<file path="config.mk">
export PLATFORM = sky130hd
export DESIGN_NAME = mesh_node_router
export DESIGN_NICKNAME = d
export VERILOG_FILES = /design/src/rtl/mesh_node_pkg.sv /design/src/rtl/mesh_in_fifo.sv /design/src/rtl/mesh_route_calc.sv /design/src/rtl/mesh_out_arb.sv /design/src/rtl/mesh_node_router.sv
export SDC_FILE = /design/constraint.sdc
export NUM_CORES = 2
export LEC_CHECK = 0
export ABC_CLOCK_PERIOD_IN_PS = 6400
export CORE_MARGIN = 5
export CORE_UTILIZATION = 55
export CTS_CLUSTER_SIZE = 16
export DETAILED_ROUTE_END_ITERATION = 10
export PLACE_DENSITY = 0.8
export SYNTH_ARGS = -nofsm -noshare
export SYNTH_HDL_FRONTEND = slang
export SYNTH_HIERARCHICAL = 1
export SYNTH_SLANG_ARGS = --single-unit
</file>
<file path="constraint.sdc">
create_clock -name clk -period 6.4 [get_ports clk]
set_input_delay 1.28 -clock clk [delete_from_list [all_inputs] [get_ports clk]]
set_output_delay 1.28 -clock clk [all_outputs]
set_load 0.1 [all_outputs]
</file>
<file path="src/rtl/mesh_node_pkg.sv">
package mesh_node_pkg;
  localparam int NPORT     = 6;
  localparam int BEAT_W    = 16;
  localparam int PKT_BEATS = 12;
  localparam int IDX_W     = $clog2(NPORT);
  localparam int CNT_W     = $clog2(PKT_BEATS);

  localparam int P_NORTH = 0;
  localparam int P_SOUTH = 1;
  localparam int P_EAST  = 2;
  localparam int P_WEST  = 3;
  localparam int P_LOCAL = 4;
  localparam int P_IO    = 5;

  typedef struct packed {
    logic [3:0] dst_x;
    logic [3:0] dst_y;
    logic [3:0] cmd;
    logic [3:0] tag;
  } lead_beat_t;
endpackage

</file>
<file path="src/rtl/mesh_in_fifo.sv">
module mesh_in_fifo #(
  parameter int W     = 16,
  parameter int DEPTH = 16
) (
  input  logic         clk,
  input  logic         rst_n,
  input  logic         push_valid,
  output logic         push_ready,
  input  logic [W-1:0] push_data,
  output logic         head_valid,
  output logic [W-1:0] head_data,
  input  logic         pop
);
  localparam int AW = (DEPTH > 1) ? $clog2(DEPTH) : 1;
  localparam int CW = $clog2(DEPTH + 1);

  logic [W-1:0]  mem [DEPTH];
  logic [AW-1:0] wr_ptr, rd_ptr;
  logic [CW-1:0] count;
  logic          push;

  assign push_ready = (count < CW'(DEPTH));
  assign head_valid = (count != '0);
  assign head_data  = mem[rd_ptr];
  assign push       = push_valid && push_ready;

  function automatic logic [AW-1:0] next_ptr(input logic [AW-1:0] p);
    return (p == AW'(DEPTH - 1)) ? '0 : p + 1'b1;
  endfunction

  always_ff @(posedge clk or negedge rst_n) begin
    if (!rst_n) begin
      wr_ptr <= '0;
      rd_ptr <= '0;
      count  <= '0;
    end else begin
      if (push) wr_ptr <= next_ptr(wr_ptr);
      if (pop)  rd_ptr <= next_ptr(rd_ptr);
      if (push && !pop)      count <= count + 1'b1;
      else if (!push && pop) count <= count - 1'b1;
    end
  end

  always_ff @(posedge clk) begin
    if (push) mem[wr_ptr] <= push_data;
  end

  // the switch only reads a beat that is really buffered
  a_r9_pop_nonempty: assert property (@(posedge clk) disable iff (!rst_n)
    pop |-> head_valid);

  // a full buffer refuses data until something leaves
  a_r9_full_holds: assert property (@(posedge clk) disable iff (!rst_n)
    (!push_ready && !pop) |=> !push_ready);
endmodule

</file>
<file path="src/rtl/mesh_route_calc.sv">
module mesh_route_calc
  import mesh_node_pkg::*;
(
  input  logic [3:0]       node_x,
  input  logic [3:0]       node_y,
  input  logic [BEAT_W-1:0] lead,
  output logic [NPORT-1:0] route
);
  lead_beat_t h;
  assign h = lead_beat_t'(lead);

  always_comb begin
    route = '0;
    if (h.dst_x > node_x)       route[P_EAST]  = 1'b1;
    else if (h.dst_x < node_x)  route[P_WEST]  = 1'b1;
    else if (h.dst_y > node_y)  route[P_SOUTH] = 1'b1;
    else if (h.dst_y < node_y)  route[P_NORTH] = 1'b1;
    else if (h.cmd[3])          route[P_IO]    = 1'b1;
    else                        route[P_LOCAL] = 1'b1;
  end
endmodule

</file>
<file path="src/rtl/mesh_out_arb.sv">
module mesh_out_arb
  import mesh_node_pkg::*;
(
  input  logic             clk,
  input  logic             rst_n,
  input  logic [NPORT-1:0] req,
  input  logic [NPORT-1:0] src_valid,
  input  logic             hs,
  input  logic             last,
  output logic             valid,
  output logic [IDX_W-1:0] sel
);
  logic             locked;
  logic [IDX_W-1:0] owner, ptr, winner;

  always_comb begin
    int idx;
    logic found;
    winner = '0;
    found  = 1'b0;
    for (int k = 0; k < NPORT; k++) begin
      idx = int'(ptr) + k;
      if (idx >= NPORT) idx = idx - NPORT;
      if (!found && req[idx]) begin
        found  = 1'b1;
        winner = IDX_W'(idx);
      end
    end
  end

  assign sel   = locked ? owner : winner;
  assign valid = locked ? src_valid[owner] : (|req);

  always_ff @(posedge clk or negedge rst_n) begin
    if (!rst_n) begin
      locked <= 1'b0;
      owner  <= '0;
      ptr    <= '0;
    end else if (!locked) begin
      if (|req) begin
        locked <= 1'b1;
        owner  <= winner;
        ptr    <= (winner == IDX_W'(NPORT - 1)) ? '0 : winner + 1'b1;
      end
    end else if (hs && last) begin
      locked <= 1'b0;
    end
  end

  // ownership does not move until the closing beat has gone
  a_r6_owner_held: assert property (@(posedge clk) disable iff (!rst_n)
    (locked && !(hs && last)) |=> (locked && $stable(owner)));

  // a presented beat is not withdrawn
  a_r8_valid_hold: assert property (@(posedge clk) disable iff (!rst_n)
    (valid && !hs) |=> valid);

  // a free output with a waiting header is claimed next cycle
  a_r7_grant_when_free: assert property (@(posedge clk) disable iff (!rst_n)
    (!locked && (|req)) |=> locked);
endmodule

</file>
<file path="src/rtl/mesh_node_router.sv">
module mesh_node_router
  import mesh_node_pkg::*;
#(
  parameter int FIFO_DEPTH = 16
) (
  input  logic                      clk,
  input  logic                      rst_n,
  input  logic [3:0]                node_x,
  input  logic [3:0]                node_y,
  input  logic [NPORT-1:0]          in_valid,
  output logic [NPORT-1:0]          in_ready,
  input  logic [NPORT*BEAT_W-1:0]   in_data,
  output logic [NPORT-1:0]          out_valid,
  input  logic [NPORT-1:0]          out_ready,
  output logic [NPORT*BEAT_W-1:0]   out_data
);
  logic [NPORT-1:0]  hv;
  logic [BEAT_W-1:0] hd     [NPORT];
  logic [CNT_W-1:0]  cnt    [NPORT];
  logic [NPORT-1:0]  route_v[NPORT];
  logic [NPORT-1:0]  req_o  [NPORT];
  logic [NPORT-1:0]  popm   [NPORT];
  logic [NPORT-1:0]  pop;
  logic [IDX_W-1:0]  sel    [NPORT];
  logic [NPORT-1:0]  hs, last;

  for (genvar i = 0; i < NPORT; i++) begin : g_in
    mesh_in_fifo #(.W(BEAT_W), .DEPTH(FIFO_DEPTH)) u_fifo (
      .clk        (clk),
      .rst_n      (rst_n),
      .push_valid (in_valid[i]),
      .push_ready (in_ready[i]),
      .push_data  (in_data[i*BEAT_W +: BEAT_W]),
      .head_valid (hv[i]),
      .head_data  (hd[i]),
      .pop        (pop[i])
    );

    mesh_route_calc u_route (
      .node_x (node_x),
      .node_y (node_y),
      .lead   (hd[i]),
      .route  (route_v[i])
    );

    always_ff @(posedge clk or negedge rst_n) begin
      if (!rst_n)      cnt[i] <= '0;
      else if (pop[i]) cnt[i] <= (cnt[i] == CNT_W'(PKT_BEATS - 1)) ? '0 : cnt[i] + 1'b1;
    end

    assign pop[i] = |popm[i];

    // one beat leaves an input through at most one output
    a_r9_single_reader: assert property (@(posedge clk) disable iff (!rst_n)
      $onehot0(popm[i]));
  end

  always_comb begin
    for (int o = 0; o < NPORT; o++)
      for (int i = 0; i < NPORT; i++)
        req_o[o][i] = hv[i] && (cnt[i] == '0) && route_v[i][o];
  end

  always_comb begin
    for (int i = 0; i < NPORT; i++)
      for (int o = 0; o < NPORT; o++)
        popm[i][o] = hs[o] && (sel[o] == IDX_W'(i));
  end

  for (genvar o = 0; o < NPORT; o++) begin : g_out
    assign hs[o]   = out_valid[o] && out_ready[o];
    assign last[o] = (cnt[sel[o]] == CNT_W'(PKT_BEATS - 1));
    assign out_data[o*BEAT_W +: BEAT_W] = hd[sel[o]];

    mesh_out_arb u_arb (
      .clk       (clk),
      .rst_n     (rst_n),
      .req       (req_o[o]),
      .src_valid (hv),
      .hs        (hs[o]),
      .last      (last[o]),
      .valid     (out_valid[o]),
      .sel       (sel[o])
    );

    // a stalled beat keeps its value
    a_r8_data_stable: assert property (@(posedge clk) disable iff (!rst_n)
      (out_valid[o] && !out_ready[o]) |=> $stable(out_data[o*BEAT_W +: BEAT_W]));
  end
endmodule

</file>
### After elaboration in Yosys (flattened, before gate mapping)

Memories as Yosys holds them, arrays and structs flattened.
Index checks and enable logic that the tools add are counted.

* register bits after elaboration: 144
* word-level logic and storage cells: 972
* input port bits: 118
* RAM bits: 1536
* output and inout port bits: 108
* memories: 6

* reductions and logical operators: 222
* eq/ne operators: 60
* $add $sub $neg: 102
* $lt $le $gt $ge: 114
* bitwise logic cells: 12
* muxes and demuxes: 414

Memories
* g_in[0].u_fifo.mem: words 16, width 16, rd ports 1, clocked after memory_dff 0, write ports 1, line mesh_in_fifo.sv:17 `logic [W-1:0] mem [DEPTH];`
* g_in[1].u_fifo.mem: words 16, width 16, rd ports 1, clocked after memory_dff 0, write ports 1, line mesh_in_fifo.sv:17
* g_in[2].u_fifo.mem: words 16, width 16, rd ports 1, clocked after memory_dff 0, write ports 1, line mesh_in_fifo.sv:17
* g_in[3].u_fifo.mem: words 16, width 16, rd ports 1, clocked after memory_dff 0, write ports 1, line mesh_in_fifo.sv:17
* g_in[4].u_fifo.mem: words 16, width 16, rd ports 1, clocked after memory_dff 0, write ports 1, line mesh_in_fifo.sv:17
* g_in[5].u_fifo.mem: words 16, width 16, rd ports 1, clocked after memory_dff 0, write ports 1, line mesh_in_fifo.sv:17

Operators by type and width (count)
* $lt A32 B5 Y1 const B: 36
* $mux W32: 36
* $ge A32 B4 Y1 const B: 30
* $sub A32 B4 Y32 const B: 30
* $bmux W16 S3: 6
* $mux W16: 12
* $mux W1: 186
* $mux W3: 54
* $logic_and A1 B1 Y1: 138
* $bmux W1 S3: 42
* $mux W4: 30
* $eq A4 B4 Y1 const B: 24
* $add A4 B1 Y4 const B: 18
* $bmux W4 S3: 6
* $reduce_or A6 Y1: 12
* $mux W2: 30
* $mux W5: 12
* $eq A3 B3 Y1 const B: 18
* $add A3 B2 Y4 const B: 12
* $add A3 B3 Y4 const B: 12
* $gt A4 B4 Y1: 12
* $lt A4 B4 Y1: 12
* $logic_not A1 Y1: 42
* $eq A3 B2 Y1 const B: 12
* other kinds (17): 102

### Longest topological paths before layout

An unclocked memory read counts as a cell.

* depth after elaboration: 35
* depth in mapped cells: 36
* depth with buffers taken out: 31

### Cells and area by module

Netlist, hierarchy kept.

Modules (own cells, without submodules)
* mesh_in_fifo at g_in[2].u_fifo ...: area each 10727.8 um^2, cells each 566, sequential area each 8012.7 um^2, times used 2
* mesh_in_fifo at g_in[0].u_fifo ...: area each 10726.5 um^2, cells each 566, sequential area each 8012.7 um^2, times used 2
* mesh_in_fifo at g_in[4].u_fifo: area each 10814.1 um^2, cells each 566, sequential area each 8012.7 um^2, times used 1
* mesh_in_fifo at g_in[5].u_fifo: area each 10725.3 um^2, cells each 566, sequential area each 8012.7 um^2, times used 1
* mesh_out_arb: area each 1290.0 um^2, cells each 150, sequential area each 175.2 um^2, times used 6
* mesh_node_router: area each 6849.1 um^2, cells each 731, sequential area each 600.6 um^2, times used 1
* mesh_route_calc: area each 254.0 um^2, cells each 34, sequential area each 0.0 um^2, times used 6

### Worst setup path before layout

No wires, ideal clock.

* kind: register to output
* from: register g_in[1].u_fifo.rd_ptr[1]
* to: output out_data[71]
* slack: -1743 ps
* required time: 5120 ps
* buffers on the path: 6
* arrival time: 6863 ps
* cell stages (with the launch flop): 24
* path through: dfrtp_1 > buf_6 > buf_6 > mux4_2 > mux2i_1 > o21ai_1 > ha_1 > or4b_4 > nand2_2 > a2111oi_0 > and2_1 > mux4_2 > and2_4 > nor4_4 > and4_4 > o22ai_1 > o221a_2 > mux2i_1 > buf_2 > buf_4 > buf_6 > buf_6 > mux2i_1 > o22ai_1

RTL lines
* from (decl): line mesh_in_fifo.sv:18 `logic [AW-1:0] wr_ptr, rd_ptr;`
* from (signal assigned): line mesh_in_fifo.sv:38 `if (pop) rd_ptr <= next_ptr(rd_ptr);`
* to (decl): line mesh_node_router.sv:15 `output logic [NPORT*BEAT_W-1:0] out_data`

==> results.cfg <==
[status]
status = finished, violations left
violations = setup timing

[cts]
cts_tree = done
clk_pin_slew_ns = 0.06
clockBufferDepth = 3
numCtsBuffers = 162
cts_max_level = 4
ctsRootBufferMaster = clkbuf_16
insertion_delay_ns = 0.85
clkSinkCount = 1680

[routing]
drt_pass1_iterations = 6
dr.first_iter.drc_count = 7361
drc = 0
antenna_left = 0
routedWlPerCell_um = 30.7
vias = 55700
routed_wl_mm = 260
vias_per_cell = 6.59

[logic_synthesis]
synth_edf_count = 1536
synth_common_cells = edfxtp_1 (1,536), mux2i_1 (637), mux4_2 (283), inv_1 (262), a22oi_1 (198)
ys_ff_latch = 1680
synthesis.area_mm2 = 0.0806
ys_types = 94
yosysSeqAreaShare_pct = 61.7
yosysMostFrequentCell = edfxtp_1
ys_warn_count = 6
synth_top_area_cell = edfxtp_1
yosys_most_used_dff = edfxtp_1
syn_area_per_cell_um2 = 15.4
async_reset_ff_share_pct = 8.57
synthCells = 5231
netlist_top_cells_area = edfxtp_1 (57%), mux2i_1 (7.9%), mux4_2 (7.9%), dfrtp_1 (4.5%), ha_1 (2.7%)
yosys.area.top_type_share_pct = 57.3
syn-num-nets = 5529

[timing]
fin_crit_sh_pct = 128
slew_viol_final = 0
max_freq_mhz = 122
finalWorstPathRequiredPeriod_ns = 8.22
holdWs_ns = 0.474
finClkSkew_ns = 0.0478
hold_viol = 0
setup_viol = 177
fin_tns_setup_ns = -194.04
max_slew_margin_pct = 7.40
worstMarginPinSlew_ns = 1.38
setup_ws_ns = -1.82
rsz0062_at_grt = true

[placed_design]
globalplace.congestion = 0.982
portBuffers = 225
dp_hpwl_mm = 166
dp_cells = 7912

[layout]
final_core_util_pct = 71.6
layout.cells.non_filler = 8451
n_fill_cell = 8460
fin_nets = 6688
seqCellArea_mm2 = 0.0498
area_delta_synth_final_pct = 29.4
multi_input_area_mm2 = 0.0322
drive_above_1_share_pct = 38.4

[floorplan]
die_h_um = 393
dieArea_mm2 = 0.154
die_width_um = 393
rows = 140
pin_count = 226
core_mm2 = 0.146
start_util_pct = 55.3

[critical_path]
crit_top_cell = buf_6
cpMaxStageDelayCell = mux4_1
path_cells = buf_6, mux4_1, mux2i_2, o21ai_4, ha_4, or4b_4, nand2_4, buf_6, and3b_2, and2_4, mux4_2, and2_4, nor4_4, and4_4, nand2b_4, buf_6, o221a_4, mux2i_4, buf_12, buf_16, mux4_2, inv_2, o22ai_4, buf_12
critPathKind = reg -> out
cp-end-kind = output port
crit_path_start_kind = register
critical_path.max_fanout = 8
arrival_ns = 6.94
crit_required_ns = 5.12
crit_path_max_incr_delay_ns = 0.63

[global_routing]
antenna_found_initial = 9
grt_max_degree = 85
grt_pass1_wl_mm = 371
track_usage_pct = 32.9
grt_pass1_vias = 55800
grt-ovfl-total = 0

[min_path]
hold_class = in -> async

[run]
maxCapViolCount = 0
==> registers in the layout, summed over array words and instances (netlist names) <==
| name | cells |
|---|---|
| g_in.u_fifo/mem | 1536 |
| g_out.u_arb/owner | 18 |
| g_in.u_fifo/count | 30 |
| g_in.u_fifo/wr_ptr | 24 |
| g_out.u_arb/locked | 6 |
| g_in.u_fifo/rd_ptr | 24 |
| g_out.u_arb/ptr | 18 |
| cnt | 24 |
==> logic make-up after synthesis <==
logic type / share of synthesized area [%]
buffers and inverters: 3.74
adder cells (fa/ha/maj): 2.85
AO/OA/AOI/OAI: 7.68
flip-flops: 61.7
AND/OR/NAND/NOR: 5.79
multiplexers: 17.4
XOR/XNOR: 0.783
==> timing repair <==
item | 4_1_cts | 5_1_grt
gates resized for setup | 524 | 192
cloned | 15 | 2
pin swaps | 146 | 102
hold endpoints to repair | 0 | 0
buffers inserted | 174 | 66
setup endpoints to repair | 177 | 180
hold buffers | 0 | 0
==> cells in the final DEF (no fill, tap or decap), types with 42 or more instances in the layout <==
cell type	instances
o22ai_4	104
nor2_1	158
clkbuf_16	164
inv_2	105
nand2_1	156
mux4_2	291
o21ai_0	64
mux2i_2	51
a22oi_1	176
clkinv_1	46
buf_12	203
mux2i_1	551
dfrtp_1	131
nand2b_1	47
ha_4	46
nand3_1	151
buf_6	105
clkdlybuf4s50_1	121
xnor2_1	57
buf_4	834
inv_1	148
ha_1	126
o211ai_1	42
o21ai_1	76
a21oi_1	42
edfxtp_1	1536
and2_4	42
==> stage by stage <==
step           setup slack (ns)  cell area (um^2)
2_1_floorplan            -0.352             83000
3_3_place_gp              -1.38             93600
3_5_place_dp              -1.50             93600
4_1_cts                   -1.68            103000
5_1_grt                   -1.92            104000
6_report                  -1.82            104000
==> per-layer routing <==
layer	up-vias	GRT usage, %	routed length [um]
li1	23100	-	-
met1	27900	42.3	91700
met2	3857	50.8	118000
met3	887	11.1	34100
met4	4	15.4	15200
met5	-	0.542	24
==> layout make-up <==
type	instances	area share [%]
Multi-Input combinational cell	2977	30.9
Timing Repair Buffer	1293	12.8
Clock inverter	100	1.16
Inverter	276	1.02
Sequential cell	1680	47.8
Tap cell	1917	2.30
Antenna cell	12	0.0288
Clock buffer	196	4.04
==> worst paths after layout <==
kind,from,end,slack (ns),cells after the start
setup reg to reg,g_in[1].u_fifo/rd_ptr[1],g_in[1].u_fifo/count[4],-1.29,35
setup / recovery,g_in[1].u_fifo/rd_ptr[1],out_data[14],-1.82,24
min in group clk,g_out[5].u_arb/owner[2],g_out[5].u_arb/owner[2],0.53,1
hold / removal,rst_n,g_in[5].u_fifo/count[1],0.47,1
hold reg to reg,g_out[5].u_arb/owner[2],g_out[5].u_arb/owner[2],0.53,1
max in group asynchronous,rst_n,g_in[2].u_fifo/rd_ptr[2],4.83,2
==> critical path, delay by kind of cell, from the launching register on <==
kind                     cells  cell delay (ns)
multiplexers                 5             2.11
AND/OR/NAND/NOR              8             1.74
buffers and inverters        7             1.04
AO/OA/AOI/OAI                3             0.50
flip-flops                   1             0.49
adder cells (fa/ha/maj)      1             0.19
Power is left out: the tool's default activity adds up to more than one toggle a clock period on the data nets, which glitch-free logic cannot reach.
